**config.mk**
```make
export PLATFORM = sky130hd
export DESIGN_NAME = chg_ctrl
export DESIGN_NICKNAME = d
export VERILOG_FILES = /design/src/rtl/chg_pkg.sv /design/src/rtl/chg_qual.sv /design/src/rtl/chg_timer.sv /design/src/rtl/chg_setpoint.sv /design/src/rtl/chg_ctrl.sv
export SDC_FILE = /design/constraint.sdc
export NUM_CORES = 1
export LEC_CHECK = 0
export ABC_CLOCK_PERIOD_IN_PS = 11500
export BUFFER_PORTS_ARGS = -buffer_cell sky130_fd_sc_hd__buf_2
export CELL_PAD_IN_SITES_DETAIL_PLACEMENT = 1
export CELL_PAD_IN_SITES_GLOBAL_PLACEMENT = 1
export CORE_MARGIN = 5
export CORE_UTILIZATION = 43
export CTS_CLUSTER_SIZE = 20
export DETAILED_ROUTE_END_ITERATION = 8
export PLACE_DENSITY = 0.88
export SYNTH_ARGS = -nofsm -noshare
export SYNTH_HDL_FRONTEND = slang
export SYNTH_SLANG_ARGS = --single-unit
```
**constraint.sdc**
```tcl
create_clock -name clk -period 11.5 [get_ports clk]
set_input_delay 2.3 -clock clk [delete_from_list [all_inputs] [get_ports clk]]
set_output_delay 2.3 -clock clk [all_outputs]
set_load 0.005 [all_outputs]
```
**src/rtl/chg_pkg.sv**
```systemverilog
package chg_pkg;
  typedef enum logic [2:0] {
    MD_IDLE   = 3'd0,
    MD_REVIVE = 3'd1,
    MD_PRE    = 3'd2,
    MD_CC     = 3'd3,
    MD_CV     = 3'd4,
    MD_DONE   = 3'd5,
    MD_RECHG  = 3'd6,
    MD_FAULT  = 3'd7
  } chg_mode_e;
endpackage

```
**src/rtl/chg_qual.sv**
```systemverilog
// Consecutive-sample qualifier shared by all mode transitions.
module chg_qual #(
  parameter int DEB_W = 4
) (
  input  logic             clk,
  input  logic             rst,
  input  logic             valid,
  input  logic             cond,
  input  logic             clear,
  input  logic [DEB_W-1:0] need_n,
  output logic             fire
);
  logic [DEB_W-1:0] cnt_q;
  logic [DEB_W:0]   n_eff;
  logic [DEB_W:0]   cnt_inc;

  assign n_eff   = (need_n == '0) ? (DEB_W+1)'(1) : {1'b0, need_n};
  assign cnt_inc = {1'b0, cnt_q} + (DEB_W+1)'(1);
  assign fire    = valid && cond && (cnt_inc >= n_eff);

  always_ff @(posedge clk) begin
    if (rst || clear)      cnt_q <= '0;
    else if (valid) begin
      if (!cond || fire)   cnt_q <= '0;
      else                 cnt_q <= cnt_inc[DEB_W-1:0];
    end
  end

  // cycles without a sample leave the count untouched
  p_hold_without_sample_r8: assert property (@(posedge clk) disable iff (rst)
    (!valid && !clear) |=> $stable(cnt_q));
endmodule

```
**src/rtl/chg_timer.sv**
```systemverilog
// Per-mode safety timer: counts cycles spent in a timed mode.
module chg_timer #(
  parameter int TMR_W = 16
) (
  input  logic             clk,
  input  logic             rst,
  input  logic             run,
  input  logic             clear,
  input  logic [TMR_W-1:0] limit,
  output logic             expired
);
  logic [TMR_W-1:0] tmr_q;

  assign expired = run && (tmr_q >= limit);

  always_ff @(posedge clk) begin
    if (rst || clear || !run) tmr_q <= '0;
    else if (tmr_q != '1)     tmr_q <= tmr_q + TMR_W'(1);
  end

  // the count advances by one per cycle while the timed mode lasts
  p_timer_steps_r9: assert property (@(posedge clk) disable iff (rst)
    (run && !clear && tmr_q != '1) |=> (tmr_q == $past(tmr_q) + TMR_W'(1)));
endmodule

```
**src/rtl/chg_setpoint.sv**
```systemverilog
// Registered setpoint and flag outputs, computed from the next mode.
module chg_setpoint
  import chg_pkg::*;
#(
  parameter int ADC_W       = 10,
  parameter int REVIVE_CODE = 2,
  parameter int IMAX_CODE   = 250
) (
  input  logic             clk,
  input  logic             rst,
  input  chg_mode_e        mode_nxt,
  input  logic [ADC_W-1:0] cap,
  output logic [ADC_W-1:0] iset,
  output logic             cv_en,
  output logic             done,
  output logic             fault,
  output logic [ADC_W-1:0] term
);
  localparam logic [ADC_W-1:0] IMAX_C = ADC_W'(IMAX_CODE);
  localparam logic [ADC_W-1:0] REV_C  = ADC_W'(REVIVE_CODE);

  function automatic logic [ADC_W-1:0] clip(input logic [ADC_W-1:0] x);
    return (x > IMAX_C) ? IMAX_C : x;
  endfunction

  logic [ADC_W-1:0] fast, pre_i, rch_i, iset_d;

  assign fast  = clip(cap >> 1);
  assign pre_i = clip(cap / ADC_W'(10));
  assign rch_i = clip(cap >> 2);
  assign term  = fast / ADC_W'(10);

  always_comb begin
    case (mode_nxt)
      MD_REVIVE: iset_d = clip(REV_C);
      MD_PRE:    iset_d = pre_i;
      MD_CC,
      MD_CV:     iset_d = fast;
      MD_RECHG:  iset_d = rch_i;
      default:   iset_d = '0;
    endcase
  end

  always_ff @(posedge clk) begin
    if (rst) begin
      iset  <= '0;
      cv_en <= 1'b0;
      done  <= 1'b0;
      fault <= 1'b0;
    end else begin
      iset  <= iset_d;
      cv_en <= (mode_nxt == MD_CV);
      done  <= (mode_nxt == MD_DONE);
      fault <= (mode_nxt == MD_FAULT);
    end
  end

  // setpoint ceiling
  p_iset_ceiling_r10: assert property (@(posedge clk) disable iff (rst)
    iset <= IMAX_C);
  // termination state is quiet
  p_done_quiet_r6: assert property (@(posedge clk) disable iff (rst)
    done |-> (iset == '0 && !cv_en && !fault));
endmodule

```
**src/rtl/chg_ctrl.sv**
```systemverilog
// Charge sequencer top: mode register and transition selection.
module chg_ctrl
  import chg_pkg::*;
#(
  parameter int ADC_W       = 10,
  parameter int HYS_W       = 4,
  parameter int DEB_W       = 4,
  parameter int TMR_W       = 16,
  parameter int REVIVE_CODE = 2,
  parameter int IMAX_CODE   = 250
) (
  input  logic             clk,
  input  logic             rst,
  input  logic             adp_present,
  input  logic             smp_valid,
  input  logic [ADC_W-1:0] vbat_code,
  input  logic [ADC_W-1:0] ibat_code,
  input  logic [ADC_W-1:0] cfg_cap,
  input  logic [ADC_W-1:0] cfg_v_revive,
  input  logic [ADC_W-1:0] cfg_v_fast,
  input  logic [ADC_W-1:0] cfg_v_float,
  input  logic [ADC_W-1:0] cfg_v_resume,
  input  logic [HYS_W-1:0] cfg_hyst,
  input  logic [DEB_W-1:0] cfg_qual_n,
  input  logic [TMR_W-1:0] cfg_pre_tmo,
  input  logic [TMR_W-1:0] cfg_cc_tmo,
  output logic [2:0]       chg_mode,
  output logic [ADC_W-1:0] iset_code,
  output logic             cv_enable,
  output logic             chg_done,
  output logic             chg_fault
);
  localparam int CMP_W = ADC_W + 1;

  chg_mode_e        mode_q, mode_nxt;
  logic             cond, fire, expired, timed, changed;
  logic [ADC_W-1:0] term;
  logic [TMR_W-1:0] limit;
  logic [CMP_W-1:0] vb_x, rev_up, fast_up, hyst_x;

  assign vb_x    = {1'b0, vbat_code};
  assign hyst_x  = CMP_W'(cfg_hyst);
  assign rev_up  = {1'b0, cfg_v_revive} + hyst_x;
  assign fast_up = {1'b0, cfg_v_fast} + hyst_x;

  always_comb begin
    case (mode_q)
      MD_REVIVE: cond = (vb_x >= rev_up);
      MD_PRE:    cond = (vb_x >= fast_up);
      MD_CC,
      MD_RECHG:  cond = (vbat_code >= cfg_v_float);
      MD_CV:     cond = (ibat_code <= term);
      MD_DONE:   cond = ({1'b0, cfg_v_resume} > hyst_x) &&
                        (vb_x < ({1'b0, cfg_v_resume} - hyst_x));
      default:   cond = 1'b0;
    endcase
  end

  assign timed = (mode_q == MD_PRE) || (mode_q == MD_CC);
  assign limit = (mode_q == MD_PRE) ? cfg_pre_tmo : cfg_cc_tmo;

  always_comb begin
    mode_nxt = mode_q;
    if (!adp_present) mode_nxt = MD_IDLE;
    else begin
      case (mode_q)
        MD_IDLE:
          if (smp_valid) begin
            if (vbat_code < cfg_v_revive)     mode_nxt = MD_REVIVE;
            else if (vbat_code < cfg_v_fast)  mode_nxt = MD_PRE;
            else if (vbat_code < cfg_v_float) mode_nxt = MD_CC;
            else                              mode_nxt = MD_CV;
          end
        MD_REVIVE: if (fire) mode_nxt = MD_PRE;
        MD_PRE:    if (expired) mode_nxt = MD_FAULT;
                   else if (fire) mode_nxt = MD_CC;
        MD_CC:     if (expired) mode_nxt = MD_FAULT;
                   else if (fire) mode_nxt = MD_CV;
        MD_CV:     if (fire) mode_nxt = MD_DONE;
        MD_DONE:   if (fire) mode_nxt = MD_RECHG;
        MD_RECHG:  if (fire) mode_nxt = MD_CV;
        default:   mode_nxt = MD_FAULT;
      endcase
    end
  end

  assign changed = (mode_nxt != mode_q);

  always_ff @(posedge clk) begin
    if (rst) mode_q <= MD_IDLE;
    else     mode_q <= mode_nxt;
  end

  chg_qual #(.DEB_W(DEB_W)) u_qual (
    .clk(clk), .rst(rst), .valid(smp_valid), .cond(cond),
    .clear(changed), .need_n(cfg_qual_n), .fire(fire)
  );

  chg_timer #(.TMR_W(TMR_W)) u_timer (
    .clk(clk), .rst(rst), .run(timed), .clear(changed),
    .limit(limit), .expired(expired)
  );

  chg_setpoint #(.ADC_W(ADC_W), .REVIVE_CODE(REVIVE_CODE), .IMAX_CODE(IMAX_CODE)) u_sp (
    .clk(clk), .rst(rst), .mode_nxt(mode_nxt), .cap(cfg_cap),
    .iset(iset_code), .cv_en(cv_enable), .done(chg_done),
    .fault(chg_fault), .term(term)
  );

  assign chg_mode = mode_q;

  // adaptor loss forces idle on the next edge
  p_idle_on_removal_r1: assert property (@(posedge clk) disable iff (rst)
    !adp_present |=> (mode_q == MD_IDLE));
  // fault holds while the adaptor stays
  p_fault_sticky_r9: assert property (@(posedge clk) disable iff (rst)
    (mode_q == MD_FAULT && adp_present) |=> (mode_q == MD_FAULT));
  // fault is only reached from a timed mode
  p_fault_origin_r9: assert property (@(posedge clk) disable iff (rst)
    (mode_q == MD_FAULT && $past(mode_q) != MD_FAULT) |->
      ($past(mode_q) == MD_PRE || $past(mode_q) == MD_CC));
  // regulation enable tracks the mode register
  p_cv_alignment_r6: assert property (@(posedge clk) disable iff (rst)
    cv_enable == (mode_q == MD_CV));
  // revive uses its fixed setpoint and never skips precharge
  p_revive_fixed_r3: assert property (@(posedge clk) disable iff (rst)
    (mode_q == MD_REVIVE) |-> (iset_code == ADC_W'(REVIVE_CODE)));
  p_revive_exit_r3: assert property (@(posedge clk) disable iff (rst)
    (mode_q == MD_REVIVE) |=>
      (mode_q == MD_REVIVE || mode_q == MD_PRE || mode_q == MD_IDLE));
endmodule

```
==> impl_metrics.yaml <==
global_route:
  use_met1_pct: 28.0
  grt_most_used_layer: "met2"
  grtUsageTotal_pct: 23.0
  grt_max_degree: 29
  met2_usage_pct: 43.4
  use_met3_pct: 1.91
  antenna_found_initial: 0
  grt_overflow: 0
  grt_pass1_vias: 6148
  grt_pass1_wl_um: 29000
final_layout:
  final_cell_mix: "buf_2 (127), ha_1 (97), nand2_1 (56), nor2_1 (56)"
  drive_above_1_share_pct: 18.0
  mostFrequentLayoutCell: "buf_2"
  postLayoutCellArea_sq_um: 6490
  area_growth_pct: 16.0
  num_antenna_cells: 0
  finalNetCount: 1061
  fill_cells: 1665
drt:
  routed_wl_um: 17700
  wl_per_cell_um: 17.3
  first_pass_iters: 4
  drt_iter0_drc: 219
  drcViolationCount: 0
  vias: 5928
  ant_nets: 0
  post_drt_via_cell_ratio: 5.81
synthesis:
  ys_seq_area_share_pct: 12.5
  synthDistinctLibCells: 76
  yosysTopAreaCellShare_pct: 21.7
  synth_area_leaders: "ha_1 (22%), dfxtp_1 (13%), a21oi_1 (4.8%), xnor2_1 (4.4%), nor2_1 (3.8%)"
  yosys_warnings: 0
  yosysTopAreaCell: "ha_1"
  syn_avg_cell_area_sq_um: 7.54
  synthFlopType: "dfxtp_1"
  synth_edf_count: 0
  synth-async-reset-ratio_pct: 0
  synthCells: 741
  syn-cell-area_sq_um: 5590
  synth-seq-cells: 35
floorplan:
  start_util_pct: 44.1
  core_sq_um: 12700
  die-area_sq_um: 15400
  die_height_um: 124
  dieWidth_um: 124
  num_rows: 41
  io_pins: 130
worst_setup_path:
  critPathSlowestCell: "nand4b_1"
  max_stage_delay_ps: 780
  critical-path-top-delay-family: "compound AO/OA/AOI/OAI gates"
  crit_type: "in2reg"
  critPathRequiredTime_ps: 11680
  path_cells: "buf_2 > inv_1 > nand2_1 > a41oi_1 > o31ai_1 > o21a_1 > nor3_1 > xor2_1 > a21oi_1 > o21ai_0 > o221ai_1 > ha_1 > nand2_1 > nor2_1 > a32oi_1 > o31ai_1 > a211oi_4 > a21o_4 > mux2i_2 > nor3_1 > nand4b_1 > nor4_2"
  worst_setup_path_start_kind: "input pin"
  critPathArrivalTime_ps: 7890
  crit_fanout: 20
  cp-end-kind: "register"
  cp_num_buf_inv: 2
pwr:
  combinationalPowerShare_pct: 44.7
  internal-power_w: 0.000305
  p_total_w: 0.000483
  clkPwrFrac_pct: 29.3
  p_leak_nw: 3.01
  power.density_nw_per_um2: 74.4
  p_seq_share_pct: 26.0
  total_switching_power_w: 0.000178
  swShare_pct: 36.8
  max-vdd-ir-drop_mv: 0.0491
place:
  gp_congestion: 0.820
  place_area_sq_um: 6330
  dp_hpwl_um: 14600
  numPortBuffers: 127
cts:
  cts.sinks: 35
  ctsResizeCount: 0
  clk_path_buf_depth: 2
  postCtsSetupBuffers: 0
  tritoncts: "done"
  clock_latency_ps: 280
  numCtsBuffers: 5
  cts-root-buf: "clkbuf_16"
  clk_pin_slew_worst_paths_ps: 50
  postCtsHoldBufs: 0
  htreeDepth: 2
sta:
  period_share_pct: 67.0
  fmax_ghz: 0.130
  clock_skew_ps: 4.42
  slew_headroom_pct: 34.7
  hold_violations: 0
  worstMarginPinSlew_ps: 973
  fin_setup_tns_ps: 0
  slew_violations: 0
  fin_crit_ps: 7710
  setup_viol: 0
  rsz0062_at_grt: "no"
run_status:
  status: "finished clean"
run:
  drv_cap: 0
min_path:
  hold_class: "reg2reg"
## cells by family (layout without fill, tap and decap cells)
family / Yosys count / in the layout / synth area share [%]
AND/OR/NAND/NOR: 247 / 247 / 22.8
AO/OA/AOI/OAI: 207 / 207 / 24.8
adder cells (fa/ha/maj): 100 / 100 / 22.8
buffers and inverters: 84 / 190 / 5.86
XOR/XNOR: 45 / 45 / 7.05
flip-flops: 35 / 35 / 12.5
multiplexers: 21 / 21 / 3.96
other: 2 / 3 / 0.134
## metrics by stage
stage / utilization [%] / worst slack (ps) / hold WS [ps] / instances
after CTS: 51.2 / 3750 / 546 / 1020
after global routing: 51.2 / 3210 / 581 / 1020
after floorplan: - / 5090 / 478 / 742
after global placement: 50.0 / 3670 / 506 / 1012
final: 51.2 / 3790 / 550 / 1020
after detailed placement: 50.0 / 3480 / 518 / 1012
## worst register-to-register path, cell delays in order, from the launching register on
cell      delay, ps
dfxtp_1         570
nand2b_1        520
nor2_2          340
buf_4           340
mux2_2          380
ha_1            260
nand2b_1        140
a211o_1         300
a211oi_1        230
o21ai_0         200
a21oi_1         260
a22oi_1         170
o21bai_1        200
a22oi_1         210
nand4b_1        730
nor4_2          440
## per-layer routing
metal  up-vias  part of all wire, %
met2       103                   52
met4         0                  1.9
met5         -                    0
li1       2947                    -
met3        33                  3.2
met1      2845                   43
## layout make-up
cell class,count,area [sq um],area share (%)
Clock buffer,8,156,2.41
Multi-Input combinational cell,623,4570,70.4
Inverter,54,203,3.12
Timing Repair Buffer,128,643,9.92
Sequential cell,35,701,10.8
Tap cell,172,215,3.32
## power groups by stage
| stage | Combinational, W | Sequential (W) | Clock [W] |
|---|---|---|---|
| global route | 0.000244 | 0.000126 | 0.000149 |
| CTS | 0.000217 | 0.000125 | 0.000144 |
| detailed placement | 0.000216 | 0.000128 | 0 |
| floorplan | 0.000148 | 0.000127 | 0 |
| global placement | 0.000205 | 0.000128 | 0 |
| finish | 0.000216 | 0.000125 | 0.000141 |
## sequential cells by signal, summed over array words and instances, names as in the netlist
name	count
u_qual.cnt_q	4
u_sp.fault	1
u_sp.iset	9
u_sp.cv_en	1
u_sp.done	1
u_timer.tmr_q	16
chg_mode	3
## synthesized netlist by cell type, types with 16 or more instances
cell,count
nor3_1,29
inv_1,54
a211oi_1,19
xnor2_1,28
dfxtp_1,35
and3_1,18
xor2_1,17
nand2_1,56
nor2_1,57
nand3_1,19
ha_1,97
mux2i_1,17
a21oi_1,54
o21ai_0,41
clkbuf_1,22
nand2b_1,16
## worst paths after layout
path	end	slack (ps)	from	cells past startpoint
hold / removal	u_qual.cnt_q[1]$_SDFFE_PP0P_	550	u_qual.cnt_q[1]$_SDFFE_PP0P_	2
setup reg to reg	u_timer.tmr_q[7]$_SDFFE_PP0P_	6120	chg_mode[1]$_SDFF_PP0_	15
hold reg to reg	u_qual.cnt_q[1]$_SDFFE_PP0P_	550	u_qual.cnt_q[1]$_SDFFE_PP0P_	2
setup / recovery	u_timer.tmr_q[7]$_SDFFE_PP0P_	3790	cfg_cap[3]	22
(Power assumes the default switching activity.)
